File: src/rtl/crx_pkg.sv
package crx_pkg;
  localparam int DATA_W = 32;

  typedef enum logic [1:0] {
    SEL_CR0  = 2'd0,
    SEL_CR3  = 2'd1,
    SEL_CR4  = 2'd2,
    SEL_NONE = 2'd3
  } crSel_e;

  localparam logic [DATA_W-1:0] CR0_RESET   = 32'h6000_0010;
  localparam logic [DATA_W-1:0] CR0_ET      = 32'h0000_0010;
  localparam logic [DATA_W-1:0] CR0_PAGING  = 32'h8001_0001;
  localparam logic [DATA_W-1:0] CR4_PAGING  = 32'h0000_00B0;
  localparam int                CR0_PG_BIT  = 31;
  localparam int                A20_BIT     = 20;

  typedef struct packed {
    logic ldCr0;
    logic ldCr3;
    logic ldCr4;
    logic ldA20;
    logic fullFlush;
    logic localFlush;
    logic exitBlk;
  } crStrobe_t;
endpackage

File: src/rtl/crx_ctrl.sv
module crx_ctrl
  import crx_pkg::*;
#(
  parameter int W = DATA_W
) (
  input  logic         wrEn,
  input  logic [1:0]   wrSel,
  input  logic [W-1:0] wrData,
  input  logic         a20En,
  input  logic [W-1:0] cr0Cur,
  input  logic [W-1:0] cr4Cur,
  input  logic         a20Cur,
  output crStrobe_t    stb
);
  logic cr0Diff;
  logic cr4Diff;
  logic a20Change;

  assign cr0Diff   = |((cr0Cur ^ wrData) & CR0_PAGING);
  assign cr4Diff   = |((cr4Cur ^ wrData) & CR4_PAGING);
  assign a20Change = (a20En != a20Cur);

  always_comb begin
    stb = '0;
    if (wrEn) begin
      unique case (crSel_e'(wrSel))
        SEL_CR0: begin
          stb.ldCr0     = 1'b1;
          stb.fullFlush = cr0Diff;
        end
        SEL_CR3: begin
          stb.ldCr3      = 1'b1;
          stb.localFlush = cr0Cur[CR0_PG_BIT];
        end
        SEL_CR4: begin
          stb.ldCr4     = 1'b1;
          stb.fullFlush = cr4Diff;
        end
        default: ;
      endcase
    end
    if (a20Change) begin
      stb.ldA20     = 1'b1;
      stb.exitBlk   = 1'b1;
      stb.fullFlush = 1'b1;
    end
  end
endmodule

File: src/rtl/crx_datapath.sv
module crx_datapath
  import crx_pkg::*;
#(
  parameter int W = DATA_W
) (
  input  logic         clk,
  input  logic         rst,
  input  crStrobe_t    stb,
  input  logic [W-1:0] wrData,
  input  logic         a20En,
  output logic [W-1:0] cr0Q,
  output logic [W-1:0] cr3Q,
  output logic [W-1:0] cr4Q,
  output logic [W-1:0] maskQ,
  output logic         fullQ,
  output logic         localQ,
  output logic         exitQ,
  output logic         peQ,
  output logic         addSegQ,
  output logic [2:0]   fpuQ
);
  localparam logic [W-1:0] A20_CLR = ~(W'(1) << A20_BIT);

  always_ff @(posedge clk) begin
    if (rst) begin
      cr0Q    <= CR0_RESET;
      cr3Q    <= '0;
      cr4Q    <= '0;
      maskQ   <= '1;
      fullQ   <= 1'b0;
      localQ  <= 1'b0;
      exitQ   <= 1'b0;
      peQ     <= CR0_RESET[0];
      addSegQ <= ~CR0_RESET[0];
      fpuQ    <= CR0_RESET[3:1];
    end else begin
      fullQ  <= stb.fullFlush;
      localQ <= stb.localFlush;
      exitQ  <= stb.exitBlk;
      if (stb.ldCr0) begin
        cr0Q    <= wrData | CR0_ET;
        peQ     <= wrData[0];
        addSegQ <= ~wrData[0];
        fpuQ    <= wrData[3:1];
      end
      if (stb.ldCr3) cr3Q <= wrData;
      if (stb.ldCr4) cr4Q <= wrData;
      if (stb.ldA20) maskQ <= A20_CLR | (W'(a20En) << A20_BIT);
    end
  end
endmodule

File: src/rtl/crx_update_unit.sv
module crx_update_unit
  import crx_pkg::*;
(
  input  logic        clk,
  input  logic        rst,
  input  logic        wrEn,
  input  logic [1:0]  wrSel,
  input  logic [31:0] wrData,
  input  logic        a20En,
  output logic [31:0] cr0Out,
  output logic [31:0] cr3Out,
  output logic [31:0] cr4Out,
  output logic [31:0] a20Mask,
  output logic        flushAll,
  output logic        flushLocal,
  output logic        exitReq,
  output logic        hPe,
  output logic        hAddSeg,
  output logic        hMp,
  output logic        hEm,
  output logic        hTs
);
  crStrobe_t  stb;
  logic [2:0] fpu;

  crx_ctrl #(.W(DATA_W)) u_ctrl (
    .wrEn   (wrEn),
    .wrSel  (wrSel),
    .wrData (wrData),
    .a20En  (a20En),
    .cr0Cur (cr0Out),
    .cr4Cur (cr4Out),
    .a20Cur (a20Mask[A20_BIT]),
    .stb    (stb)
  );

  crx_datapath #(.W(DATA_W)) u_dp (
    .clk     (clk),
    .rst     (rst),
    .stb     (stb),
    .wrData  (wrData),
    .a20En   (a20En),
    .cr0Q    (cr0Out),
    .cr3Q    (cr3Out),
    .cr4Q    (cr4Out),
    .maskQ   (a20Mask),
    .fullQ   (flushAll),
    .localQ  (flushLocal),
    .exitQ   (exitReq),
    .peQ     (hPe),
    .addSegQ (hAddSeg),
    .fpuQ    (fpu)
  );

  assign hMp = fpu[0];
  assign hEm = fpu[1];
  assign hTs = fpu[2];
endmodule

File: config.mk
export PLATFORM = sky130hd
export DESIGN_NAME = crx_update_unit
export DESIGN_NICKNAME = d
export VERILOG_FILES = /design/src/rtl/crx_pkg.sv /design/src/rtl/crx_ctrl.sv /design/src/rtl/crx_datapath.sv /design/src/rtl/crx_update_unit.sv
export SDC_FILE = /design/constraint.sdc
export NUM_CORES = 1
export LEC_CHECK = 0
export BUFFER_PORTS_ARGS = -buffer_cell sky130_fd_sc_hd__clkbuf_2
export CAP_MARGIN = 20
export CORE_AREA = 2 2 91 93
export DETAILED_ROUTE_END_ITERATION = 8
export DIE_AREA = 0 0 93 95
export PLACE_DENSITY_LB_ADDON = 0.05
export SETUP_SLACK_MARGIN = 0.02
export SLEW_MARGIN = 40
export SYNTH_ARGS = -nofsm -noshare
export SYNTH_HDL_FRONTEND = slang
export SYNTH_SLANG_ARGS = --single-unit
File: constraint.sdc
create_clock -name clk -period 4.1 [get_ports clk]
set_clock_uncertainty 0.2 [all_clocks]
set_input_delay 0.41 -clock clk [delete_from_list [all_inputs] [get_ports clk]]
set_output_delay 0.41 -clock clk [all_outputs]
set_load 0.02 [all_outputs]
=== Yosys cells after proc, flatten, opt, wreduce, memory -nomap -nowiden ===
Cells that the tools add are included.

* Register bits: 104
* Input port bits: 38
* Output and inout port bits: 136

* Eq/ne operators: 3
* Multiplexer cells: 9
* Bitwise logic cells: 5
* Reductions and logical operators: 4

{| class="wikitable"
|+ Operator list
! operator !! number
|-
| XOR 32 bit || 1
|-
| OR reduction 3 bit || 3
|-
| XOR 8 bit || 1
|-
| 2-to-1 mux 1 bit || 5
|-
| 2-to-1 mux 2 bit || 2
|-
| 2-to-1 mux 3 bit || 1
|-
| NOT 1 bit || 3
|-
| equality test 2 x 1 -> 1 bit, second input constant || 1
|-
| equality test 2 bit, second input constant || 1
|-
| logical NOT 2 bit || 1
|-
| case mux 1 bit (2 select lines) || 1
|-
| != test 1 bit || 1
|}

=== Longest topological paths before layout ===
* Depth in word-level cells: 5
* Depth in mapped cells: 5
* Gate-level depth less buffers: 3

=== Hierarchy ===
A second synthesis with hierarchy kept.

* Cells, all modules: 375
* Area, all modules: 4,048.9 um^2

{| class="wikitable"
|+ By module, submodules not included
! module !! times used !! cells an instance !! area each (um^2) !! sequential area each (um^2)
|-
| crx_datapath || 1 || 358 || 3,910.0 || 2,001.9
|-
| crx_ctrl || 1 || 17 || 138.9 || 0.0
|}

=== Least setup slack after synthesis ===
OpenSTA, ideal clock, no wires.

* Path type: input port to flip-flop
* Start point: in wrData[16]
* End point: reg u_dp.fullQ
* Setup time: 116 ps
* Arrival: 1,209 ps
* Required time: 3,784 ps
* Path slack: 2,576 ps
* Stages: 3
* Path through: xor2_1 -> or4_1 -> a31o_1

* Cells in the longest elaborated chain, start to end: 5

{| class="wikitable"
|+ Ends and longest elaborated chain
! element !! line !! text
|-
| from (decl) || crx_update_unit.sv:8 || <nowiki>input logic [31:0] wrData,</nowiki>
|-
| XOR 32 bit || crx_ctrl.sv:19 || <nowiki>assign cr0Diff = |((cr0Cur ^ wrData) & CR0_PAGING);</nowiki>
|-
| OR reduction 3 bit || crx_ctrl.sv:19 ||
|-
| case mux 1 bit (2 select lines) || crx_ctrl.sv:26 || <nowiki>unique case (crSel_e'(wrSel))</nowiki>
|-
| 2-to-1 mux 2 bit || crx_ctrl.sv:25 || <nowiki>if (wrEn) begin</nowiki>
|-
| 2-to-1 mux 2 bit || crx_ctrl.sv:42 || <nowiki>if (a20Change) begin</nowiki>
|-
| to (signal assigned) || crx_datapath.sv:37 || <nowiki>fullQ <= stb.fullFlush;</nowiki>
|-
| to (decl) || crx_datapath.sv:15 || <nowiki>output logic fullQ,</nowiki>
|}

No other way between the ends.
A chain may end at the register's enable or synchronous reset.

=== Final worst setup path ===
* Start point: in wrSel[1]
* End point: reg u_dp.cr3Q[17]

* Cells in the longest elaborated chain, start to end: 3

{| class="wikitable"
|+ Ends and longest elaborated chain
! element !! line !! text
|-
| from (decl) || crx_update_unit.sv:7 || <nowiki>input logic [1:0] wrSel,</nowiki>
|-
| equality test 2 x 1 -> 1 bit || crx_ctrl.sv:26 ||
|-
| 2-to-1 mux 1 bit || crx_ctrl.sv:26 ||
|-
| 2-to-1 mux 3 bit || crx_ctrl.sv:25 ||
|-
| to (signal assigned) || crx_datapath.sv:46 || <nowiki>if (stb.ldCr3) cr3Q <= wrData;</nowiki>
|-
| to (decl) || crx_datapath.sv:12 || <nowiki>output logic [W-1:0] cr3Q,</nowiki>
|}

No other way between the ends.

==> metrics.md <==
| Metric | Value |
|---|---|
| Max-cap violations | `0` |
| Fill count | `about 790` |
| IO Count | `around 170` |
| Static Leakage | `2.005 nW` |
| Met1 GRT Util | `approximately 29%` |
| Critical Path End Type | `flop` |
| Total track usage | `between 20% and 30%` |
| Wire per inst | `approximately 14 um` |
| Port bufs | `around 140` |
| Via density | `around 4.7` |
| Core area | `approximately 0.008 mm2` |
| Via count | `approximately 3,300` |
| Final setup violation count | `0` |
| Warnings from Yosys | `0` |
| Vias in the first global route | `slightly above 3,000` |
| Cells after Synth | `~480` |
| CP Cell Sequence | `clkbuf_2 > nand3b_1 > buf_4 > nand2_1 > a21oi_1` |
| Post-CTS sizing | `0` |
| Final worst-path cycle share | `a little over two fifths` |
| R2r setup slk | `about 2.6 ns` |
| Remaining global-route overflow | `0` |
| Max FO, Critical Path | `22` |
| DRT iter0 DRCs | `approximately 150` |
| Slew Limit Headroom | `between 40 and 50%` |
| Area growth syn-to-layout | `19.95%` |
| Outcome | `completed` |
| Num CTS Buffers | `9` |
| Max IR drop VDD | `roughly 0.00023 V` |
| Fin nets | `634` |
| Largest cells by area after synthesis | `dfxtp_1 52%, nand2_1 19%, a21oi_1 12%` |
| #FFs+latches synth | `100` |
| Max incr delay on CP | `roughly 0.55 ns` |
| Post-synthesis sequential area ratio | `between 50 and 60%` |
| Die width | `about 93 um` |
| Dpl hpwl | `between 6000 and 7000 um` |
| WS Path Type | `primary input to flop` |
| Most frequent cells in the layout | `190 x nand2_1, 140 x clkbuf_2, 100 x dfxtp_1` |
| TritonRoute pass-1 iters | `5` |
| Syn avg cell area | `8.008 um2` |
| Synth top area share | `a little over half` |
| Least-Margin Pin Slew | `between 0.7 and 0.8 ns` |
| # DRC | `0` |
| Starting Density | `just under 50%` |
| GP Congestion | `just under 0.8` |
| Num Clock Sinks | `100` |
| CTS Root Cell | `clkbuf_8` |
| Final WL | `roughly 9600 um` |
| Cell variety after synth | `22` |
| Slowest cell on crit path | `nand3b_1` |
| Most used routing layer in global routing | `met2` |
| Max Slew Vio Count | `0` |
| Clock Pin Slew Worst Setup and Hold Paths | `0.09 ns` |
| Final critical-path required period | `between 1.5 and 2 ns` |
| Cell taking the most area after synthesis | `dfxtp_1` |
| Fin cells | `approximately 710` |
| Post-route ant nets | `0` |
| Startpoint Class | `primary input` |
| Die H | `roughly 95 um` |
| Cts hold-fix bufs | `0` |
| Layout cells sized above 1 | `between 20% and 30%` |
| Max Clk Rate | `~600 MHz` |
| Dpl cells | `690` |
| Initial antenna violation count | `0` |
| Std cell rows | `33` |
| CTS tree | `built` |
| Most common cell after layout, fill and taps aside | `nand2_1` |
| Crit path arrival time | `around 1.7 ns` |
| Hold Crit Class | `primary input to flop` |
| Pwr/cell area | `409.9 mW/mm2` |
| GR Layer Usage met2 | `34.00%` |
| CTS H-tree depth | `3` |
| First-pass GRT wire length | `about 15,000 um` |
| Endpoints failing hold | `0` |
| TNS Setup | `0 ns` |
| Synth Cell Area | `0.003820 mm2` |
| M3 GR Usage | `5.108%` |
| RSZ-0062 raised after global routing | `false` |
| # diodes | `0` |
| Worst path required time | `4.11 ns` |
| Clock Latency Late Sink | `around 0.35 ns` |
| Largest net degree at the start of global routing | `~100` |
| Die footprint | `about 0.009 mm2` |
| Clock Tree Buf Depth | `2` |
| Post-CTS Setup Bufs | `0` |
[cell type report]
| type | count | area, um2 | area share, % |
|---|---|---|---|
| tap | 105 | 131.4 | 2.867 |
| clock inverter | 6 | 63.81 | 1.393 |
| sequential | 100 | 2002 | 43.69 |
| multi-input combinational | 339 | 1498 | 32.69 |
| clock buffer | 10 | 137.6 | 3.004 |
| timing repair buffer | 146 | 749.5 | 16.36 |
[per-layer routing]
layer	vias up	wire length [um]
met2	117	4510
met4	0	100
met5	-	0
met3	10	681
li1	1690	-
met1	1520	4357
[sequential cells by signal, summed over array words and instances (netlist names), 2 cells and up]
signal     count
u_dp.cr0Q     29
u_dp.cr3Q     32
u_dp.fpuQ      2
u_dp.cr4Q     32
[critical path: cells and delay by family]
family,cells,cell delay [ns]
buffers and inverters,2,0.58
AND/OR/NAND/NOR,2,0.66
AO/OA/AOI/OAI,1,0.06
[cell families (layout without fill, tap and decap cells)]
family,Yosys count,in the layout,synth area share [%]
and+or+nand+nor,205,205,21.65
DFF,100,100,52.41
AOI/OAI and AO/OA,95,95,12.61
buffers and inverters,69,162,11.63
xor gates and xnor gates,7,7,1.605
other,1,32,0.09817
[per-stage QoR]
stage / util, % / instance area (um2) / total power [W] / worst slack [ns] / hold WS [ns]
2_1_floorplan: - / 3936 / 0.001215 / 2.576 / 0.3166
3_3_place_gp: 55.19 / 4375 / 0.001271 / 1.925 / 0.2408
3_5_place_dp: 55.26 / 4380 / 0.001274 / 2.034 / 0.2456
4_1_cts: 57.80 / 4582 / 0.001894 / 2.423 / 0.06251
5_1_grt: 57.80 / 4582 / 0.001952 / 2.302 / 0.07713
6_report: 57.80 / 4582 / 0.001878 / 2.393 / 0.08103
[final timing paths]
check / cells after the start / from / endpoint
min reg2reg: 2 / u_dp.cr3Q[15] / u_dp.cr3Q[15]
max: 5 / wrSel[1] / u_dp.cr3Q[17]
min: 2 / a20En / u_dp.maskQ[20]
max reg2reg: 3 / u_dp.cr0Q[31] / u_dp.fullQ
[synth_stat cells]
library cell	n
nor3b_1	2
a31o_1	1
clkbuf_1	10
xnor2_1	4
nor3b_2	1
or3b_1	1
nor2_1	1
nand4_1	1
buf_6	3
nand3b_1	4
or2_2	1
dfxtp_1	100
nand2b_1	1
a21oi_1	93
nand2_1	190
and3b_1	2
buf_2	19
or4_1	1
conb_1	1
xor2_1	3
buf_4	37
a21o_1	1
[report_power, final]
part | internal [W] | switching (W)
clock | 0.000298 | 0.000330
sequential | 0.00100 | 0.0000185
combinational | 0.0000650 | 0.000163
Note: power is estimated with default switching activity, not from simulation.
